## config.mk

```make
export PLATFORM = sky130hd
export DESIGN_NAME = tor_dor_route
export DESIGN_NICKNAME = d
export VERILOG_FILES = /design/src/rtl/torus_rt_pkg.sv /design/src/rtl/tor_ring_dir.sv /design/src/rtl/tor_dor_select.sv /design/src/rtl/tor_dor_route.sv
export SDC_FILE = /design/constraint.sdc
export NUM_CORES = 1
export LEC_CHECK = 0
export BUFFER_PORTS_ARGS = -buffer_cell sky130_fd_sc_hd__buf_2
export CAP_MARGIN = 20
export CORE_AREA = 8 8 45 47
export CTS_CLUSTER_SIZE = 8
export DETAILED_ROUTE_END_ITERATION = 16
export DIE_AREA = 0 0 53 55
export PLACE_DENSITY = 0.67
export SYNTH_ARGS = -nofsm -noshare
export SYNTH_HDL_FRONTEND = slang
export SYNTH_HIERARCHICAL = 1
export SYNTH_SLANG_ARGS = --single-unit
```

## constraint.sdc

```tcl
create_clock -name clk -period 5.9 [get_ports clk]
set_clock_uncertainty 0.1 [all_clocks]
set_input_delay 0.885 -clock clk [delete_from_list [all_inputs] [get_ports clk]]
set_output_delay 0.885 -clock clk [all_outputs]
set_load 0.01 [all_outputs]
```

## src/rtl/torus_rt_pkg.sv

```systemverilog
package torus_rt_pkg;

   typedef enum logic [2:0] {
      PORT_LOCAL = 3'd0,
      PORT_XP    = 3'd1,
      PORT_XN    = 3'd2,
      PORT_YP    = 3'd3,
      PORT_YN    = 3'd4
   } port_e;

   typedef enum logic [1:0] {
      DIM_INJ  = 2'd0,
      DIM_X    = 2'd1,
      DIM_Y    = 2'd2,
      DIM_INJ2 = 2'd3
   } dim_e;

   localparam int VC_LOW  = 0;
   localparam int VC_HIGH = 1;

endpackage

```

## src/rtl/tor_ring_dir.sv

```systemverilog
module tor_ring_dir #(
   parameter int N = 8,
   localparam int W = (N > 1) ? $clog2(N) : 1
) (
   input  logic [W-1:0] cur,
   input  logic [W-1:0] dst,
   output logic         move,
   output logic         pos,
   output logic         wrap
);

   localparam bit           POW2   = (N == (1 << W));
   localparam logic [W+1:0] N_EXT  = (W+2)'(N);
   localparam logic [W-1:0] C_LAST = W'(N - 1);
   localparam logic [W-1:0] C_ZERO = '0;

   logic [W:0] diff;

   generate
      if (N < 2) begin : g_bad_size
         $error("tor_ring_dir: ring size must be at least 2");
      end

      if (POW2) begin : g_pow2
         logic [W-1:0] d_trunc;
         always_comb begin
            d_trunc = dst - cur;
            diff    = {1'b0, d_trunc};
         end
      end else begin : g_general
         always_comb begin
            if (dst >= cur) diff = {1'b0, dst} - {1'b0, cur};
            else            diff = {1'b0, dst} + (W+1)'(N) - {1'b0, cur};
         end
      end
   endgenerate

   always_comb begin
      move = (diff != '0);
      pos  = ({diff, 1'b0} <= N_EXT);
      if (!move)    wrap = 1'b0;
      else if (pos) wrap = (cur == C_LAST);
      else          wrap = (cur == C_ZERO);
   end

endmodule

```

## src/rtl/tor_dor_select.sv

```systemverilog
module tor_dor_select
   import torus_rt_pkg::*;
(
   input  logic       x_move,
   input  logic       x_pos,
   input  logic       x_wrap,
   input  logic       y_move,
   input  logic       y_pos,
   input  logic       y_wrap,
   input  logic [1:0] in_dim,
   input  logic       in_vc,
   output port_e      port,
   output logic       vc
);

   logic stay_x;
   logic stay_y;

   always_comb begin
      stay_x = (in_dim == DIM_X) && in_vc;
      stay_y = (in_dim == DIM_Y) && in_vc;
   end

   always_comb begin
      if (x_move) begin
         port = x_pos ? PORT_XP : PORT_XN;
         vc   = stay_x | x_wrap;
      end else if (y_move) begin
         port = y_pos ? PORT_YP : PORT_YN;
         vc   = stay_y | y_wrap;
      end else begin
         port = PORT_LOCAL;
         vc   = 1'b0;
      end
   end

endmodule

```

## src/rtl/tor_dor_route.sv

```systemverilog
module tor_dor_route
   import torus_rt_pkg::*;
#(
   parameter int NX = 8,
   parameter int NY = 8,
   localparam int XW = (NX > 1) ? $clog2(NX) : 1,
   localparam int YW = (NY > 1) ? $clog2(NY) : 1
) (
   input  logic          clk,
   input  logic          rst_n,
   input  logic          in_valid,
   input  logic [XW-1:0] cur_x,
   input  logic [YW-1:0] cur_y,
   input  logic [XW-1:0] dst_x,
   input  logic [YW-1:0] dst_y,
   input  logic [1:0]    in_dim,
   input  logic          in_vc,
   output logic          out_valid,
   output logic [2:0]    out_port,
   output logic          out_vc
);

   localparam logic [XW-1:0] X_LAST = XW'(NX - 1);
   localparam logic [YW-1:0] Y_LAST = YW'(NY - 1);

   generate
      if (NX < 2 || NY < 2) begin : g_bad_dims
         $error("tor_dor_route: each torus dimension needs at least 2 nodes");
      end
   endgenerate

   logic  x_move, x_pos, x_wrap;
   logic  y_move, y_pos, y_wrap;
   port_e nxt_port;
   logic  nxt_vc;

   tor_ring_dir #(.N(NX)) u_ring_x (
      .cur  (cur_x),
      .dst  (dst_x),
      .move (x_move),
      .pos  (x_pos),
      .wrap (x_wrap)
   );

   tor_ring_dir #(.N(NY)) u_ring_y (
      .cur  (cur_y),
      .dst  (dst_y),
      .move (y_move),
      .pos  (y_pos),
      .wrap (y_wrap)
   );

   tor_dor_select u_sel (
      .x_move (x_move),
      .x_pos  (x_pos),
      .x_wrap (x_wrap),
      .y_move (y_move),
      .y_pos  (y_pos),
      .y_wrap (y_wrap),
      .in_dim (in_dim),
      .in_vc  (in_vc),
      .port   (nxt_port),
      .vc     (nxt_vc)
   );

   always_ff @(posedge clk) begin
      if (!rst_n) begin
         out_valid <= 1'b0;
         out_port  <= PORT_LOCAL;
         out_vc    <= 1'b0;
      end else begin
         out_valid <= in_valid;
         out_port  <= nxt_port;
         out_vc    <= nxt_vc;
      end
   end

   p_valid_follow_r2: assert property (@(posedge clk) disable iff (!rst_n)
      in_valid |=> out_valid);

   p_valid_idle_r2: assert property (@(posedge clk) disable iff (!rst_n)
      !in_valid |=> !out_valid);

   p_x_first_r3: assert property (@(posedge clk) disable iff (!rst_n)
      (out_valid && (out_port == PORT_YP || out_port == PORT_YN))
         |-> ($past(cur_x) == $past(dst_x)));

   p_eject_r5: assert property (@(posedge clk) disable iff (!rst_n)
      (out_valid && $past(cur_x) == $past(dst_x) && $past(cur_y) == $past(dst_y))
         |-> (out_port == PORT_LOCAL && !out_vc));

   p_dateline_x_r6: assert property (@(posedge clk) disable iff (!rst_n)
      (out_valid && ((out_port == PORT_XP && $past(cur_x) == X_LAST) ||
                     (out_port == PORT_XN && $past(cur_x) == '0)))
         |-> out_vc);

   p_dateline_y_r6: assert property (@(posedge clk) disable iff (!rst_n)
      (out_valid && ((out_port == PORT_YP && $past(cur_y) == Y_LAST) ||
                     (out_port == PORT_YN && $past(cur_y) == '0)))
         |-> out_vc);

   p_sticky_r7: assert property (@(posedge clk) disable iff (!rst_n)
      (out_valid && $past(in_vc) &&
       (((out_port == PORT_XP || out_port == PORT_XN) && $past(in_dim) == DIM_X) ||
        ((out_port == PORT_YP || out_port == PORT_YN) && $past(in_dim) == DIM_Y)))
         |-> out_vc);

   p_turn_reset_r8: assert property (@(posedge clk) disable iff (!rst_n)
      (out_valid && $past(in_dim) == DIM_X &&
       ((out_port == PORT_YP && $past(cur_y) != Y_LAST) ||
        (out_port == PORT_YN && $past(cur_y) != '0)))
         |-> !out_vc);

endmodule

```

## Word-level counts from Yosys, hierarchy flattened

Cells that the tools add are included.

- Register bits after elaboration: 5
- Bits of input ports: 18
- Output and inout bits: 5
- Word-level logic and storage cells: 29

- Add/sub/neg operators: 2
- Order comparisons: 2
- Equal/unequal tests: 4
- Muxes and demuxes: 10
- Bitwise operators: 2
- Reductions and logical operators: 6

Operators by type and width:

| operator | count |
|---|---|
| $mux 3 | 3 |
| $le 4x4->1 const B | 2 |
| $reduce_bool 4->1 | 2 |
| $eq 3x3->1 const B | 2 |
| $logic_not 3->1 | 2 |
| $mux 1 | 6 |
| $sub 3x3->3 | 2 |
| $eq 2x1->1 const B | 1 |
| $eq 2x2->1 const B | 1 |
| $logic_and 1x1->1 | 2 |
| $mux 2 | 1 |
| $or 1x1->1 | 2 |

## Logic depth before layout (Yosys ltp)

- Depth in word-level cells: 7
- Depth in mapped cells: 9
- Depth with buffers taken out: 9

## Modules after synthesis

The synthesis kept the hierarchy.

By module, submodules not included:

| module | instances | cells each | area an instance (sq um) | seq. area each (sq um) |
|---|---|---|---|---|
| tor_ring_dir | 2 | 17 | 125.1 | 0.0 |
| tor_dor_route | 1 | 10 | 131.4 | 100.1 |
| tor_dor_select | 1 | 12 | 55.1 | 0.0 |

## Worst setup path after synthesis

OpenSTA, ideal clock, no wires.

- Path type: input port to flip-flop
- Start point: in cur_x[1]
- End point: reg out_vc
- Setup time: 0.059 ns
- Arrival time: 2.369 ns
- Data required time: 5.741 ns
- Setup slack: 3.373 ns
- Stages on the path: 9
- Buffers on the path: 0
- Path through: inv_1 -> ha_1 -> nor2b_1 -> or3_4 -> a221o_1 -> o211ai_2 -> a31oi_1 -> o22ai_1 -> and2_1

- Word-level cells in the longest chain between the ends: 6
- Elaborated cells between the ends (all ways): 9
- Those cells by class: add/sub: 1; order compare: 1; eq/ne: 1; mux: 3; bitwise: 1; reduce/logical: 2

RTL lines:

| item | RTL line | RTL |
|---|---|---|
| start: declaration | tor_dor_route.sv:12 | `input logic [XW-1:0] cur_x,` |
| $sub 3x3->3 | tor_ring_dir.sv:27 | `d_trunc = dst - cur;` |
| $le 4x4->1 | tor_ring_dir.sv:40 | `pos = ({diff, 1'b0} <= N_EXT);` |
| $mux 1 | tor_ring_dir.sv:42 | `else if (pos) wrap = (cur == C_LAST);` |
| $mux 1 * | tor_ring_dir.sv:41 | `if (!move) wrap = 1'b0;` |
| via x_wrap | tor_dor_route.sv:32 | `logic x_move, x_pos, x_wrap;` |
| $or 1x1->1 * | tor_dor_select.sv:27 | `vc = stay_x \| x_wrap;` |
| $mux 1 * | tor_dor_select.sv:25 | `if (x_move) begin` |
| via nxt_vc | tor_dor_route.sv:35 | `logic nxt_vc;` |
| end signal: assignment | tor_dor_route.sv:74 | `out_vc <= nxt_vc;` |
| end: declaration | tor_dor_route.sv:20 | `output logic out_vc` |

Mark *: on every way through the listed nets, which the timed path passes. The rest lies on a longest branch.
A chain may end at the register's enable or synchronous reset.

## Final worst setup path

- Start point: in cur_y[1]
- End point: reg out_vc

- Word-level cells in the longest chain between the ends: 7
- Elaborated cells between the ends (all ways): 10
- Those cells by class: add/sub: 1; order compare: 1; eq/ne: 1; mux: 4; bitwise: 1; reduce/logical: 2

RTL lines:

| item | RTL line | RTL |
|---|---|---|
| start: declaration | tor_dor_route.sv:13 | `input logic [YW-1:0] cur_y,` |
| $sub 3x3->3 | tor_ring_dir.sv:27 |  |
| $le 4x4->1 | tor_ring_dir.sv:40 |  |
| $mux 1 | tor_ring_dir.sv:42 |  |
| $mux 1 * | tor_ring_dir.sv:41 |  |
| via y_wrap | tor_dor_route.sv:33 | `logic y_move, y_pos, y_wrap;` |
| $or 1x1->1 * | tor_dor_select.sv:30 | `vc = stay_y \| y_wrap;` |
| $mux 1 * | tor_dor_select.sv:28 | `end else if (y_move) begin` |
| $mux 1 * | tor_dor_select.sv:25 |  |
| via nxt_vc | tor_dor_route.sv:35 |  |

Marked as above.

==> impl_table.tex <==
\begin{tabular}{lr}
\hline
Metric & Value \\
\hline
\multicolumn{2}{l}{\textbf{CTS}} \\
Clock slew seen by the registers of the worst setup and hold paths & 0.04 ns \\
H-tree depth reported by CTS & 1 \\
Buffer count from post-CTS setup fixing & 0 \\
Bufs on Longest Clock Path & 2 \\
Clock Root Buffer & sky130\_fd\_sc\_hd\_\_clkbuf\_4 \\
Total number of clock tree sinks & 5 \\
TritonCTS clock tree & yes \\
Number of resized instances in the post-cts repair step & 0 \\
Quantity of hold-fixing buffers added after cts & 0 \\
Number of buffers inserted during clock tree synthesis & 3 \\
\multicolumn{2}{l}{\textbf{Worst setup path}} \\
Slowest-stage cell, CP & sky130\_fd\_sc\_hd\_\_o21ai\_0 \\
Worst Setup Start Kind & input pin \\
Data arrival, critical path & 2.61 ns \\
Peak per-stage delay on the critical path & 0.40 ns \\
Cell family with the largest share of critical-path delay & compound AO/OA/AOI/OAI gates \\
CP cell instances & buf\_2 -> inv\_1 -> ha\_1 -> nor2b\_1 -> o21ai\_0 -> a221o\_1 -> o211ai\_2 -> a31oi\_1 -> o22ai\_1 -> and2\_1 \\
CP required & 5.93 ns \\
Setup Crit Path Kind & input pin to register \\
Number of buffer and inverter stages on the critical path & 2 \\
Worst setup EP type & register \\
Crit-path max FO & 4 \\
\multicolumn{2}{l}{\textbf{Final layout}} \\
Total of fill cells in the finished design & 156 \\
Area taken by multi-input logic gates & 310 um\^{}2 \\
Proportion of layout cells with a drive suffix above 1 & 0.402 \\
Antenna cell count & 0 \\
Sequential cell area & 100 um\^{}2 \\
Final layout net count & 105 \\
Final standard cell utilization of the core & 0.429 \\
Area Overhead vs Synth & 35.8\% \\
\multicolumn{2}{l}{\textbf{Placed design}} \\
Count of input and output buffers & 22 \\
Detailed-placement wirelength estimate & 874 um \\
Final RePlAce weighted congestion & 0.828 \\
\multicolumn{2}{l}{\textbf{Drt}} \\
Initial DRC Count & 4 \\
Remaining DRCs & 0 \\
First-pass DRT Iterations & 4 \\
Routed wirelength normalized by instance count & 9.90 um \\
Number of vias in the routed layout & 461 \\
Routed wire length & 970 um \\
Residual antenna-violating net count after detailed routing & 0 \\
Detail-routed via count per cell & 4.70 \\
\multicolumn{2}{l}{\textbf{Global routing}} \\
Via count of the first global-routing pass & 391 \\
Number of antenna violations at the first check in global routing & 0 \\
GRT Total Usage & 0.0672 \\
Largest net degree at the start of global routing & 6 \\
Global-route wire length before repair & 1.41 mm \\
Overflow left after global routing & 0 \\
\multicolumn{2}{l}{\textbf{Yosys}} \\
Number of synthesized flops with an enable pin & 0 \\
Number of distinct library cells after synthesis & 17 \\
Mapped Nets & 78 \\
Fraction of post-synthesis cell area in the top cell type by area & 0.229 \\
Total standard cell area after synthesis & 437 um\^{}2 \\
Sequential cell area fraction in the yosys report & 0.229 \\
Cells after synthesis & 56 \\
Largest area contributor in the synthesized netlist & sky130\_fd\_sc\_hd\_\_dfxtp\_1 \\
Yosys warning count & 6 \\
Most common library cells after synthesis & sky130\_fd\_sc\_hd\_\_inv\_1 (7), sky130\_fd\_sc\_hd\_\_nand3\_1 (7), sky130\_fd\_sc\_hd\_\_and2\_1 (5), sky130\_fd\_sc\_hd\_\_dfxtp\_1 (5), sky130\_fd\_sc\_hd\_\_nand2\_1 (5) \\
Most used DFF post-synth & sky130\_fd\_sc\_hd\_\_dfxtp\_1 \\
Share of flip-flops with an asynchronous set or reset after synthesis & 0 \\
Post-synthesis sequential element count & 5 \\
Top area cells in the synthesized netlist & sky130\_fd\_sc\_hd\_\_dfxtp\_1 (23\%), sky130\_fd\_sc\_hd\_\_ha\_1 (11\%), sky130\_fd\_sc\_hd\_\_nand3\_1 (8.0\%) \\
Mean instance size in the synthesized netlist & 7.80 um\^{}2 \\
\multicolumn{2}{l}{\textbf{STA}} \\
Least-Margin Pin Slew & 0.488 ns \\
Unrepaired setup endpoints after global routing & no \\
Final worst-path cycle share & 0.438 \\
Count of final hold-check violations & 0 \\
Final-report setup violation count & 0 \\
Achievable clock frequency & 387 MHz \\
Total Neg Setup Slack & 0 ns \\
Worst Hold Slack & 0.757 ns \\
Max-slew violation count & 0 \\
Minimum clock period & 2.58 ns \\
Remaining max-slew budget at the tightest pin & 0.671 \\
\multicolumn{2}{l}{\textbf{Power and ir drop}} \\
Leakage & 0.313 nW \\
Design Power & 0.000115 W \\
Power per cell area & 194 nW/um\^{}2 \\
VDD IR-drop max & 0.0000586 V \\
\multicolumn{2}{l}{\textbf{Floorplan}} \\
Die area & 2920 um\^{}2 \\
Initial core utilization & 0.316 \\
Number of top-level pins & 23 \\
Height of the die & 55 um \\
Core box area & 1380 um\^{}2 \\
Standard-cell row count & 14 \\
Overall die width & 53 um \\
\multicolumn{2}{l}{\textbf{Run}} \\
Max-cap viol count & 0 \\
\multicolumn{2}{l}{\textbf{Outcome}} \\
Run status & finished clean \\
\multicolumn{2}{l}{\textbf{Hold path}} \\
Worst hold path class & input pin to register \\
\hline
\end{tabular}
## kinds of logic after synthesis
group,count (synthesis),synth area share
compound gates,12,0.221
xor+xnor,2,0.0401
fa+ha+maj,4,0.115
buf+inv,7,0.0602
flops,5,0.229
simple gates,26,0.335
## power by group
part	internal [W]	switching [W]	leakage [nW]	total (W)
Combinational	0.0000193	0.0000205	0.256	0.0000398
Clock	0.0000255	0.0000125	0.0150	0.0000380
Sequential	0.0000370	0.000000485	0.0413	0.0000375
## path summary, 6_finish.rpt
kind,start,end,slack (ns),cells past startpoint
setup / recovery,cur_y[1],out_vc,3.32,10
hold / removal,in_valid,out_valid,0.76,2
## layout make-up
type | instances | area share
inverter | 7 | 0.0443
sequential | 5 | 0.169
multi-input combinational | 44 | 0.523
clock buffer | 4 | 0.0443
tap | 16 | 0.0338
timing repair buffer | 22 | 0.186
## flip-flops by register name, summed over array words and instances, names as in the netlist
signal and count:
out_port 3, out_valid 1, out_vc 1
## stage by stage
step                setup WS [ns]  instance area (um^2)  instances
global placement             3.17                   567         94
finish                       3.32                   593         98
detailed placement           3.09                   567         94
CTS                          3.34                   593         98
global route                 3.24                   593         98
floorplan                    3.37                   437         56
## cells in the final DEF (no fill, tap or decap)
master                     Yosys  layout
sky130_fd_sc_hd__buf_2         0      22
sky130_fd_sc_hd__inv_1         7       7
sky130_fd_sc_hd__nand3_1       7       7
sky130_fd_sc_hd__and2_1        5       5
sky130_fd_sc_hd__dfxtp_1       5       5
sky130_fd_sc_hd__nand2_1       5       5
sky130_fd_sc_hd__ha_1          4       4
sky130_fd_sc_hd__clkbuf_4      0       3
sky130_fd_sc_hd__o21ai_0       3       3
sky130_fd_sc_hd__nor2_1        3       3
sky130_fd_sc_hd__nor2b_1       2       2
sky130_fd_sc_hd__xnor2_1       2       2
sky130_fd_sc_hd__or3_4         2       2
sky130_fd_sc_hd__a21o_2        2       2
sky130_fd_sc_hd__or3_2         2       2
sky130_fd_sc_hd__a221o_1       2       2
sky130_fd_sc_hd__o211ai_2      2       2
sky130_fd_sc_hd__a31oi_1       2       2
sky130_fd_sc_hd__clkbuf_1      0       1
sky130_fd_sc_hd__o22ai_1       1       1
## per-layer routing
metal / up-vias / part of all wire / wire length, um / track usage
met5: - / 0 / 0 / 0
met4: 0 / 0 / 0 / 0.0517
met3: 0 / 0.13 / 128 / 0.0455
met2: 18 / 0.42 / 404 / 0.0977
met1: 192 / 0.45 / 437 / 0.0670
li1: 251 / - / - / -
No activity file was read; power rests on OpenSTA's default activity.
